`src/rtl/pwrup_pkg.sv`:
```
package pwrup_pkg;

  typedef enum logic [1:0] {
    ST_PWRT = 2'd0,
    ST_OST  = 2'd1,
    ST_RUN  = 2'd2
  } seq_st_t;

  localparam logic [1:0] MODE_RC = 2'b11;

  // Crystal-type sources (LP, XT, HS) need the settling stage.
  function automatic logic mode_needs_ost(input logic [1:0] mode);
    return mode != MODE_RC;
  endfunction

  // RC ticks that make up the nominal supply delay.
  function automatic int pwrt_ticks(input int nom_ns, input int per_ns,
                                    input bit fast, input int sim_ticks);
    int t;
    t = fast ? sim_ticks : nom_ns / per_ns;
    return (t < 1) ? 1 : t;
  endfunction

endpackage

```
`src/rtl/pwr_sync.sv`:
```
module pwr_sync #(
  parameter int STAGES = 2
) (
  input  logic clk,
  input  logic clr,
  input  logic d,
  output logic q
);
  logic [STAGES-1:0] sh;

  always_ff @(posedge clk or posedge clr) begin
    if (clr) sh <= '0;
    else     sh <= {sh[STAGES-2:0], d};
  end

  assign q = sh[STAGES-1];
endmodule

```
`src/rtl/pwr_tick_cnt.sv`:
```
module pwr_tick_cnt #(
  parameter int LIMIT = 1024
) (
  input  logic clk,
  input  logic rst,
  input  logic clr,
  input  logic inc,
  output logic last
);
  localparam int W = (LIMIT > 1) ? $clog2(LIMIT) : 1;
  localparam logic [W-1:0] TOP = W'(LIMIT - 1);

  logic [W-1:0] cnt;

  always_ff @(posedge clk or posedge rst) begin
    if (rst)                    cnt <= '0;
    else if (clr)               cnt <= '0;
    else if (inc && cnt != TOP) cnt <= cnt + 1'b1;
  end

  assign last = (cnt == TOP);
endmodule

```
`src/rtl/pwrup_rst_seq.sv`:
```
module pwrup_rst_seq
  import pwrup_pkg::*;
#(
  parameter int PWRT_NOM_NS  = 72_000_000,
  parameter int RC_PERIOD_NS = 18_000,
  parameter bit FAST_SIM     = 1'b0,
  parameter int SIM_TICKS    = 8,
  parameter int OST_CYCLES   = 1024,
  parameter int SYNC_STAGES  = 2
) (
  input  logic       clk,
  input  logic       por_pulse,
  input  logic       mclr_n,
  input  logic       wake_evt,
  input  logic       pwrt_en,
  input  logic [1:0] osc_mode,
  input  logic       rc_clk,
  output logic       core_rst_n,
  output logic       pwrt_done,
  output logic       ost_done
);
  localparam int PWRT_TICKS = pwrt_ticks(PWRT_NOM_NS, RC_PERIOD_NS, FAST_SIM, SIM_TICKS);

  seq_st_t st, nxt;
  logic rc_q, rc_d, rc_tick;
  logic mclr_q, mclr_clr;
  logic pwrt_last, ost_last;
  logic pwrt_busy, ost_busy, run_now;
  logic needs_ost, pwrt_fin, ost_fin, wake_ost, ost_start;

  // RC clock into the main domain, reduced to a one-cycle tick
  pwr_sync #(.STAGES(SYNC_STAGES)) u_rc_sync (
    .clk(clk), .clr(por_pulse), .d(rc_clk), .q(rc_q)
  );

  always_ff @(posedge clk or posedge por_pulse) begin
    if (por_pulse) rc_d <= 1'b0;
    else           rc_d <= rc_q;
  end
  assign rc_tick = rc_q & ~rc_d;

  // Master clear: asynchronous hold, synchronised release
  assign mclr_clr = por_pulse | ~mclr_n;
  pwr_sync #(.STAGES(SYNC_STAGES)) u_mclr_sync (
    .clk(clk), .clr(mclr_clr), .d(1'b1), .q(mclr_q)
  );

  assign pwrt_busy = (st == ST_PWRT);
  assign ost_busy  = (st == ST_OST);
  assign run_now   = (st == ST_RUN);
  assign needs_ost = mode_needs_ost(osc_mode);

  assign pwrt_fin  = pwrt_busy && (!pwrt_en || (rc_tick && pwrt_last));
  assign ost_fin   = ost_busy && ost_last;
  assign wake_ost  = run_now && wake_evt && needs_ost;
  assign ost_start = (pwrt_fin && needs_ost) || wake_ost;

  pwr_tick_cnt #(.LIMIT(PWRT_TICKS)) u_pwrt_cnt (
    .clk(clk), .rst(por_pulse), .clr(!pwrt_busy),
    .inc(pwrt_busy && rc_tick), .last(pwrt_last)
  );

  pwr_tick_cnt #(.LIMIT(OST_CYCLES)) u_ost_cnt (
    .clk(clk), .rst(por_pulse), .clr(!ost_busy),
    .inc(ost_busy), .last(ost_last)
  );

  always_comb begin
    nxt = st;
    if (pwrt_fin)      nxt = needs_ost ? ST_OST : ST_RUN;
    else if (ost_fin)  nxt = ST_RUN;
    else if (wake_ost) nxt = ST_OST;
  end

  always_ff @(posedge clk or posedge por_pulse) begin
    if (por_pulse) begin
      st        <= ST_PWRT;
      pwrt_done <= 1'b0;
      ost_done  <= 1'b0;
    end else begin
      st <= nxt;
      if (pwrt_fin) pwrt_done <= 1'b1;
      if (ost_start)                            ost_done <= 1'b0;
      else if (ost_fin || (pwrt_fin && !needs_ost)) ost_done <= 1'b1;
    end
  end

  always_ff @(posedge clk or posedge mclr_clr) begin
    if (mclr_clr) core_rst_n <= 1'b0;
    else          core_rst_n <= (nxt == ST_RUN) && mclr_q;
  end
endmodule

```
`config.mk`:
```
export PLATFORM = sky130hd
export DESIGN_NAME = pwrup_rst_seq
export DESIGN_NICKNAME = d
export VERILOG_FILES = /design/src/rtl/pwrup_pkg.sv /design/src/rtl/pwr_sync.sv /design/src/rtl/pwr_tick_cnt.sv /design/src/rtl/pwrup_rst_seq.sv
export SDC_FILE = /design/constraint.sdc
export NUM_CORES = 1
export LEC_CHECK = 0
export ABC_AREA = 1
export BUFFER_PORTS_ARGS = -buffer_cell sky130_fd_sc_hd__buf_2
export CAP_MARGIN = 20
export CORE_ASPECT_RATIO = 0.9
export CORE_UTILIZATION = 35
export DETAILED_ROUTE_END_ITERATION = 10
export PLACE_DENSITY = 0.5
export SYNTH_ARGS = -nofsm -noshare
export SYNTH_HDL_FRONTEND = slang
export SYNTH_SLANG_ARGS = --single-unit
```
`constraint.sdc`:
```
create_clock -name clk -period 3.3 [get_ports clk]
set_clock_uncertainty 0.15 [all_clocks]
set_input_delay 0.33 -clock clk [delete_from_list [all_inputs] [get_ports clk]]
set_output_delay 0.33 -clock clk [all_outputs]
set_load 0.01 [all_outputs]
```
======== After elaboration in Yosys (flattened, before gate mapping) ========
Index checks and enable logic that the tools add are counted.
storage, ports and cells
  register bits after elaboration ......... 32
  bits of input ports ..................... 8
  output and inout bits ................... 3
  logic and storage cells ................. 53
cells by class
  add/sub/neg operators ................... 2
  equal/unequal tests ..................... 10
  multiplexer cells ....................... 10
  bitwise operators ....................... 4
  reductions and logical operators ........ 18
operators by type and width
  kind                     count
  $mux W12                 2
  $mux W10                 2
  $add A12 B1 Y12 const B  1
  $eq A12 B12 Y1 const B   1
  $ne A12 B12 Y1 const B   1
  $logic_and A1 B1 Y1      11
  $add A10 B1 Y10 const B  1
  $eq A10 B10 Y1 const B   1
  $ne A10 B10 Y1 const B   1
  $mux W2                  4
  $eq A2 B2 Y1 const B     2
  $ne A2 B1 Y1 const B     2
  $logic_or A1 B1 Y1       3
  $eq A2 B1 Y1 const B     1
  $logic_not A1 Y1         2
  $logic_not A2 Y1         1
  $mux W1                  2
  $ne A2 B2 Y1 const B     1
  $not A1 Y1               2
  $reduce_bool A2 Y1       1
  $and A1 B1 Y1            1
  $or A1 B1 Y1             1

======== Logic depth before layout (Yosys ltp) ========
Gate-level depths: netlist of the first run.
  depth in word-level cells ............... 9
  depth in mapped cells ................... 10
  gate-level depth less buffers ........... 10

======== By module ========
Synthesis of the first run repeated with hierarchy kept, for this count alone.
unflattened totals
  cells, all modules ...................... 258
  area total of the unflattened synthesis .. 1866.8 µm²
modules (own cells, without submodules)
  module                      times used  cells each  area each (µm²)  seq. area each (µm²)
  pwr_tick_cnt at u_pwrt_cnt  1           116         797.0            300.3
  pwr_tick_cnt at u_ost_cnt   1           92          659.4            250.2
  pwrup_rst_seq               1           44          302.8            150.1
  pwr_sync                    2           3           53.8             50.0

======== Worst setup path before layout of the first run ========
Ideal clock, no wire load.
  path type ............................... reg2reg
  from .................................... reg u_pwrt_cnt.cnt[0]
  to ...................................... reg u_pwrt_cnt.cnt[8]
  setup time .............................. 117 ps
  arrival time ............................ 1274 ps
  required time ........................... 3033 ps
  setup slack ............................. 1759 ps
  cell stages (with the launch flop) ...... 10
  buffers on the path ..................... 0
  clock period less this slack ............ 1541 ps
  cells stage by stage .................... dfrtp_1 -> ha_1 -> nand2_2 -> nor2_4 -> nand3_2 -> nand2_4 -> nor2_4 -> nand2_4 -> nor2_1 -> nor2_1
on the way
  word-level cells in the longest chain between the ends .. 3
  elaborated cells between the ends (all ways) .. 6
  those cells by class .................... add/sub: 1; eq/ne: 2; mux: 2; reduce/logical: 1
RTL lines
  what                                                      line                RTL
  from (decl)                                               pwr_tick_cnt.sv:13  logic [W-1:0] cnt;
  from (signal assigned)                                    pwr_tick_cnt.sv:18  else if (inc && cnt != TOP) cnt <= cnt + 1'b1;
  $add A12 B1 Y12 / $ne A12 B12 Y1 (equally long branches)  pwr_tick_cnt.sv:18
  $mux W12 / $logic_and A1 B1 Y1 (equally long branches)    pwr_tick_cnt.sv:18
  $mux W12 / $ne A2 B1 Y1 (equally long branches)           n/a
Parallel ways exist; a longest one is shown, timed or not. The select of a mux whose other input is x is not followed.
A chain may end at the register's enable or synchronous reset.

======== Worst setup path after layout of the first run ========
  from .................................... reg st[1]
  to ...................................... reg u_pwrt_cnt.cnt[7]
on the way
  word-level cells in the longest chain between the ends .. 4
  elaborated cells between the ends (all ways) .. 5
  those cells by class .................... eq/ne: 1; mux: 1; reduce/logical: 3
RTL lines
  what                    line                 RTL
  from (decl)             pwrup_rst_seq.sv:24  seq_st_t st, nxt;
  from (signal assigned)  pwrup_rst_seq.sv:81  st <= nxt;
  $logic_not A2 Y1 *      pwrup_rst_seq.sv:48  assign pwrt_busy = (st == ST_PWRT);
  $logic_and A1 B1 Y1     pwrup_rst_seq.sv:60  .inc(pwrt_busy && rc_tick), .last(pwrt_last)
  $logic_and A1 B1 Y1     pwr_tick_cnt.sv:18
  $ne A2 B1 Y1 (no line)  n/a
Mark *: on every way between the ends. The rest lies on a longest branch, timed or not.

==> results of run 1 <==
## flip-flops by register name (all words and copies together) (netlist names)
name            count
rc_d                1
core_rst_n          1
u_ost_cnt.cnt      10
ost_done            1
u_pwrt_cnt.cnt     12
pwrt_done           1
st                  2
u_mclr_sync.sh      2
u_rc_sync.sh        2
## path summary, 6_finish.rpt
kind | slack (ps) | to | cells after the start
max | 1610 | u_pwrt_cnt.cnt[7] | 8
min | 10 | u_rc_sync.sh[0] | 1
max reg2reg | 1610 | u_pwrt_cnt.cnt[7] | 8
min reg2reg | 200 | u_rc_sync.sh[1] | 0
max in group asynchronous | 1930 | u_mclr_sync.sh[1] | 4
min in group asynchronous | 540 | ost_done | 4
## routing by layer
layer / share of wire [%] / up-vias / global-route usage [%]
li1: - / 740 / -
met1: 54 / 660 / 22.0
met2: 42 / 28 / 21.8
met3: 3.4 / 2 / 3.92
met4: 0.69 / 0 / 4.40
met5: 0 / - / 0
## synth_stat cells
master,count
a21oi_1,2
a21oi_2,1
a31oi_1,4
and2_1,1
buf_2,1
buf_4,1
conb_1,1
dfrtp_1,32
ha_1,2
inv_1,23
inv_2,2
inv_4,1
nand2_1,50
nand2_2,7
nand2_4,6
nand3_1,17
nand3_2,2
nand3b_1,1
nand4_1,5
nor2_1,18
nor2_2,4
nor2_4,7
nor2_8,1
nor3_1,5
nor3_2,2
nor3_4,1
o21ai_0,9
o21ai_1,5
o21bai_1,1
o31ai_1,1
or2_2,1
xor2_1,3
## cell families (layout without fill, tap and decap cells)
logic type | count (synthesis) | count (layout) | share of synthesized area [%]
compound gates | 23 | 23 | 7.14
buf+inv | 28 | 49 | 6.24
fa+ha+maj | 2 | 2 | 1.39
xor+xnor | 3 | 3 | 1.46
flops | 32 | 32 | 44.4
simple gates | 128 | 128 | 39.2
other cells | 1 | 1 | 0.208
## layout make-up
cell class	count	area (um^2)	share of cell area (%)
sequential	32	801	38.8
clock inverter	2	10.0	0.485
multi-input combinational	157	892	43.3
clock buffer	6	82.6	4.00
tap	65	81.3	3.94
inverter	26	100	4.85
timing repair buffer	15	95.1	4.61
## placed cells by master, fill, tap and decap left out, drive strengths merged
cell,Yosys,layout
nand2,63,63
dfrtp,32,32
nor2,30,30
inv,26,26
nand3,19,19
o21ai,14,14
buf,2,12
nor3,8,8
clkbuf,0,6
nand4,5,5
a31oi,4,4
xor2,3,3
dlygate4sd3,0,3
a21oi,3,3
ha,2,2
clkinv,0,2
o21bai,1,1
nand3b,1,1
and2,1,1
or2,1,1
o31ai,1,1
conb,1,1
## report_power, final
part           total [uW]  internal [uW]  switching [uW]
logic                 196           68.1             128
registers             465            430            34.8
clock network         313            166             146
## through the flow
step	hold slack [ps]	total power (uW)
2_1_floorplan	6.21	618
3_3_place_gp	126	668
3_5_place_dp	131	669
4_1_cts	5.01	990
5_1_grt	2.12	1030
6_report	11.9	974
## repair_timing
item / 4_1_cts / 5_1_grt
hold buffers: 3 / 0
setup endpoints to repair: 0 / 0
hold endpoints to repair: 25 / 0
## worst register-to-register path: stages (launching register included)
cell and delay [ps]:
dfrtp_1 430, nor2_4 370, inv_2 100, nor3_2 150
nand2_2 100, nand2_4 100, inv_4 60, nand2_1 50
o21ai_0 70
==> metrics.yaml, run 1 <==
post_cts_resized: 0
critPathLaunch: "st[1]"
fin_crit_sh_pct: 51.1
yosys_warnings: 0
cts_tree: "done"
cp.arrival_ps: 1700
synth_area_per_cell_um2: 8.32
final_cells: 303
die_h_um: 70.1
synth_cell_types: 32
p_leak_uw: 0.000972
dp.cells: 292
vias: 1430
place_area_um2: 1940
hp-class: "input port to register"
clock_sinks: 32
drt-total-wl_um: 3640
worstSkewPairLatency_ps: 280
post-route-util_pct: 42.1
holdCritStartpoint: "rc_clk"
avgRoutedWirePerCell_um: 12.0
postCtsSetupBuffers: 0
ys_seq_area_share_pct: 44.4
coreArea_um2: 4890
grt_usage_pct: 15.1
crit_chain: "nor2_4 > inv_2 > nor3_2 > nand2_2 > nand2_4 > inv_4 > nand2_1 > o21ai_0"
cp_top_family: "simple AND/OR/NAND/NOR gates"
grt_start_max_net_pins: 30
final_cell_area_um2: 2060
post-place-ws_ps: 1620
end_kind: "register"
layout_setup_ws_ps: 1610
netlist_instances: 217
dieArea_um2: 5450
fmax_ghz: 0.593
die_w_um: 77.7
start_util_pct: 36.9
synth_top_area_share_pct: 44.4
finalHoldViolations: 0
required_ps: 3320
yosys.area.top_type: "dfrtp_1"
rsz0062_at_grt: "false"
antenna_cells: 0
io_pins: 11
place_hpwl_um: 2650
fillers: 485
htree_levels: 2
root_buffer: "clkbuf_8"
drtIter0Drc: 89
drt-pass1-iter-count: 4
globalRoute.totalOverflow: 0
setup_violations: 0
path_clk_slew_ps: 70
cap_violations: 0
rows: 24
area_delta_synth_final_pct: 14.2
grt_pass1_vias: 1354
max_stage_delay_ps: 430
crit_slowest_cell: "dfrtp_1"
grt_pass1_wl_um: 6280
min_period_ps: 1690
antenna_found_initial: 0
cts_max_path_buffers: 2
crit_fanout: 15
numCtsBuffers: 5
antenna_left: 0
ys_top_cells_by_area: "dfrtp_1 44%, nand2_1 10%, inv_1 4.8%"
nets: 247
slew_violations: 0
ys_seq_elements: 32
syn_nets: 227
tns_ps: 0
powerDensity_nw_per_um2: 472
path_buf_inv: 2
synth_area_um2: 1810
viasPerCell: 4.72
place.gp.congestion: 0.843
portBuffers: 10
status: "complete, no violations"
path_class: "register to register"
drive_gt1_share_pct: 23.1
max-vdd-ir-drop_v: 0.000259
remaining_drc_errors: 0
start_kind: "register"
timing.rr.start: "st[1]"
(Power assumes the default switching activity.)
==> run 2, diff against run 1 <==
- ABC_AREA: 1 -> 0
- clock period: 3.3 -> 1.7 ns (I/O delays scaled with it)
==> metrics.yaml, run 2 <==
grt_start_max_net_pins: 23
drive_gt1_share_pct: 34.8
cp.arrival_ps: 1800
powerDensity_nw_per_um2: 648
synth_cell_types: 49
hp-class: "input port to register"
synth.most_common_cell: "dfrtp_1"
antenna_cells: 0
end_kind: "register"
rsz0062_at_grt: "true"
worstSkewPairLatency_ps: 290
final_cells: 263
max-vdd-ir-drop_v: 0.000301
netlist_instances: 155
path_clk_slew_ps: 60
final_cell_mix: "30 x dfrtp_1, 22 x buf_4, 11 x nor2_1, 11 x nand2_1, 11 x buf_2"
required_ps: 1770
grt_usage_pct: 16.6
crit_fanout: 6
synth_area_per_cell_um2: 10.5
cts_tree: "done"
setup_violations: 1
rows: 23
min_period_ps: 1720
slew_violations: 0
finalHoldViolations: 0
die_w_um: 73.9
root_buffer: "clkbuf_8"
path_class: "register to register"
area_delta_synth_final_pct: 35.5
r2r_setup_slack_ps: -20
grt_pass1_wl_um: 5920
reg_top3: "u_pwrt_cnt.cnt x12, u_ost_cnt.cnt x10"
ys_seq_elements: 32
numCtsBuffers: 5
layout_setup_ws_ps: -22.4
p_leak_uw: 0.000986
place.gp.congestion: 0.814
io_pins: 11
die_h_um: 66.7
synth_edf_count: 0
ys_seq_area_share_pct: 49.2
clock_sinks: 32
max_stage_delay_ps: 390
coreArea_um2: 4460
start_util_pct: 36.5
start_kind: "register"
grt_pass1_vias: 1289
crit_slowest_cell: "o41ai_4"
antenna_found_initial: 0
yosys_warnings: 0
htree_levels: 2
vias: 1361
fin_crit_sh_pct: 101
portBuffers: 10
antenna_left: 0
nets: 210
fillers: 410
async_flop_share_pct: 100
drtIter0Drc: 41
drt-total-wl_um: 3660
largest_reg_flops: 12
fmax_ghz: 0.581
crit_chain: "nand4bb_4 > o41ai_4 > buf_4 > a221o_1 > o31a_1"
dp.cells: 248
synth_commonest_cells: "32 x dfrtp_1, 12 x nand2_1, 11 x nor2_1"
remaining_drc_errors: 0
yosys.area.top_type: "dfrtp_1"
viasPerCell: 5.17
place_area_um2: 1950
cts_max_path_buffers: 2
avgRoutedWirePerCell_um: 13.9
cap_violations: 0
status: "finished, violations left"
violations: "negative setup slack"
dieArea_um2: 4920
ys_top_cells_by_area: "dfrtp_1 49%, o21ai_0 3.1%, a21oi_1 2.8%"
place_hpwl_um: 2580
ys.flop_type: "dfrtp_1"
drt-pass1-iter-count: 4
top_register: "u_pwrt_cnt.cnt"
final_cell_area_um2: 2200
synth_area_um2: 1630
synth_top_area_share_pct: 49.2
globalRoute.totalOverflow: 0
syn_nets: 165
final_common_cell: "dfrtp_1"
[run 2: changes by cell type in the layout (fill, tap and decap cells not counted), moves of 5 or more]
cell and delta:
buf_4 +20, inv_1 -20, nand2_1 -39, nand2_2 -6
nand2_4 -5, nand3_1 -12, nor2_1 -7, nor2_4 -7
[run 2: per-stage QoR]
stage	power, uW	setup TNS, ps	setup WS, ps	hold WS (ps)	utilization [%]
6_report	1430	-22.4	-22.4	45.3	49.4
3_5_place_dp	841	-334	-69.8	-22.4	43.8
3_3_place_gp	840	-70.7	-18.8	-34.3	43.8
2_1_floorplan	810	-82.0	-53.5	-149	-
4_1_cts	1450	-59.9	-31.1	33.1	47.2
5_1_grt	1490	-225	-74.0	49.9	49.4
[run 2: final timing paths]
check / cells past startpoint / to / start
worst max register to register: 5 / ost_done / u_pwrt_cnt.cnt[6]
worst min register to register: 0 / u_rc_sync.sh[1] / u_rc_sync.sh[0]
worst min-delay path: 3 / core_rst_n / osc_mode[1]
max in group asynchronous: 4 / core_rst_n / por_pulse
min in group asynchronous: 3 / u_pwrt_cnt.cnt[5] / por_pulse
worst max-delay path: 5 / ost_done / u_pwrt_cnt.cnt[6]
[run 2: metal layers]
layer / wire length [um] / share of wire (%) / global-route usage [%] / up-vias
li1: - / - / - / 681
met1: 1800 / 49 / 21.8 / 658
met2: 1680 / 46 / 24.5 / 16
met3: 137 / 3.7 / 6.81 / 6
met4: 49 / 1.3 / 5.77 / 0
met5: 0 / 0 / 0 / -
[run 2: timing repair]
action	in CTS	in global routing
pin swaps	3	11
hold endpoints to repair	11	0
hold buffers	4	0
resized for setup	6	21
endpoints found under the setup margin	12	16
gates cloned	1	0
setup buffers	0	3
[run 2: worst max-delay path, delay by kind of cell (launching register included)]
kind                   cells  cell delay (ps)
AO/OA/AOI/OAI              3              670
flip-flops                 1              380
AND/OR/NAND/NOR            1              260
buffers and inverters      1              200
[run 2: cell type report]
type / count / area [um^2] / area share (%)
multi-input cells: 117 / 908 / 41.2
flip-flops and latches: 32 / 803 / 36.4
repair buffers: 41 / 314 / 14.2
clock buffers: 8 / 90.1 / 4.09
well taps: 62 / 77.6 / 3.52
inverters: 3 / 11.3 / 0.511
[run 2: cells by family (layout without fill, tap and decap cells)]
kind of cell	count (synthesis)	in the layout	synth area share (%)
DFF	32	32	49.2
and+or+nand+nor	65	65	25.6
other	1	1	0.231
adders and majority gates	2	2	1.54
muxes	1	1	0.615
xor gates and xnor gates	5	5	2.69
AOI/OAI and AO/OA	43	43	18.7
buffers and inverters	6	52	1.38
[run 2: power by group]
part           internal (uW)  total [uW]  switching, uW
sequential               768         770           1.92
combinational           31.9        66.4           34.5
clock                    330         593            263
total                   1130        1430            300
==> run 3, diff against run 2 <==
- CORE_UTILIZATION: 35 -> 58
- PLACE_DENSITY: 0.5 -> 0.76
- clock period: 1.7 -> 2 ns (I/O delays scaled with it)
==> metrics.yaml, run 3 (same netlist as run 2, synthesis figures left out) <==
status: "complete, no violations"
io_pins: 11
multi_input_area_um2: 811
p_leak_uw: 0.000818
remaining_drc_errors: 0
grt_pass1_vias: 1231
cp_top_family: "compound AO/OA/AOI/OAI gates"
required_ps: 2120
area_delta_synth_final_pct: 13.9
start_util_pct: 63.7
drt-total-wl_um: 3100
start_kind: "register"
portBuffers: 10
max-vdd-ir-drop_v: 0.000403
max_stage_delay_ps: 430
regArea_um2: 801
grt_usage_pct: 24.0
end_kind: "register"
final_common_cell: "dfrtp_1"
grt_start_max_net_pins: 30
setup_violations: 0
crit_chain: "ha_2 > nand4b_2 > o41ai_4 > buf_4 > a221o_1 > o31a_1"
rsz0062_at_grt: "false"
numCtsBuffers: 5
antenna_left: 0
crit_slowest_cell: "dfrtp_1"
hp-class: "input port to register"
worstSkewPairLatency_ps: 330
die_w_um: 57.8
cp.arrival_ps: 2020
cts_max_path_buffers: 2
rows: 17
globalRoute.totalOverflow: 0
place_hpwl_um: 2210
path_clk_slew_ps: 90
htree_levels: 2
final_cell_mix: "32 x dfrtp_1, 12 x nand2_1, 11 x nor2_1, 10 x o21ai_0, 10 x buf_2"
fin_crit_sh_pct: 95.3
cts_tree: "done"
crit_fanout: 6
fmax_ghz: 0.525
die_h_um: 52.2
reg_top3: "u_pwrt_cnt.cnt x12, u_ost_cnt.cnt x10"
drtIter0Drc: 59
root_buffer: "clkbuf_4"
fillers: 191
antenna_cells: 0
grt_pass1_wl_um: 5430
vias: 1275
place.gp.congestion: 0.824
dieArea_um2: 3020
nets: 188
tns_ps: 0
path_class: "register to register"
coreArea_um2: 2550
powerDensity_nw_per_um2: 599
min_period_ps: 1910
top_register: "u_pwrt_cnt.cnt"
cap_violations: 0
path_buf_inv: 1
drt-pass1-iter-count: 4
largest_reg_flops: 12
finalHoldViolations: 0
post-route-util_pct: 72.6
antenna_found_initial: 0
avgRoutedWirePerCell_um: 15.1
clock_sinks: 32
drive_gt1_share_pct: 18.5
slew_violations: 0
viasPerCell: 6.19
## run 3: worst register-to-register path, cell delays in order, from the launching register on
cell and delay [ps]:
dfrtp_1 430, ha_2 230, nand4b_2 150, o41ai_4 390, buf_4 200, a221o_1 160
o31a_1 140
## run 3: per-stage QoR
stage / hold slack (ps) / worst slack (ps) / std cells / power, uW / instance area, um^2
2_1_floorplan: -119 / 144 / 155 / 689 / 1630
3_3_place_gp: -12.0 / 131 / 194 / 705 / 1730
3_5_place_dp: 2.79 / 99.2 / 194 / 706 / 1730
4_1_cts: 4.52 / 78.8 / 206 / 1120 / 1850
5_1_grt: 25.2 / 16.4 / 206 / 1150 / 1850
6_report: 18.1 / 94.2 / 206 / 1110 / 1850
## run 3: final timing paths
path	startpoint	end	slack [ps]	depth (start not counted)
hold reg to reg	u_rc_sync.sh[0]	u_rc_sync.sh[1]	210	0
max in group asynchronous	por_pulse	u_mclr_sync.sh[1]	830	4
setup / recovery	u_pwrt_cnt.cnt[0]	ost_done	90	6
min in group asynchronous	por_pulse	u_ost_cnt.cnt[2]	320	4
hold / removal	osc_mode[0]	core_rst_n	20	3
setup reg to reg	u_pwrt_cnt.cnt[0]	ost_done	90	6
## run 3: final cells by class
class,instances,share of cell area (%)
Sequential cell,32,43.2
Clock buffer,7,3.51
Tap cell,28,1.89
Inverter,3,0.608
Multi-Input combinational cell,117,43.8
Timing Repair Buffer,19,7.02
## run 3: routing by layer
metal | track usage, % | vias up | share of wire (%)
met5 | 0 | - | 0
met4 | 10.7 | 0 | 0.74
met3 | 5.43 | 4 | 3.0
met2 | 36.2 | 28 | 46
met1 | 33.4 | 610 | 51
li1 | - | 633 | -
## run 3: what timing repair did
item | in CTS | in global routing
setup buffers | 0 | 0
hold buffers | 5 | 0
setup endpoints to repair | 0 | 4
endpoints found under the hold margin | 34 | 0
resized for setup | 0 | 2
## run 3: power breakdown
| part | internal, uW | total [uW] | switching, uW |
|---|---|---|---|
| Combinational | 21.0 | 45.6 | 24.7 |
| Sequential | 652 | 654 | 2.46 |
| Clock | 199 | 411 | 211 |
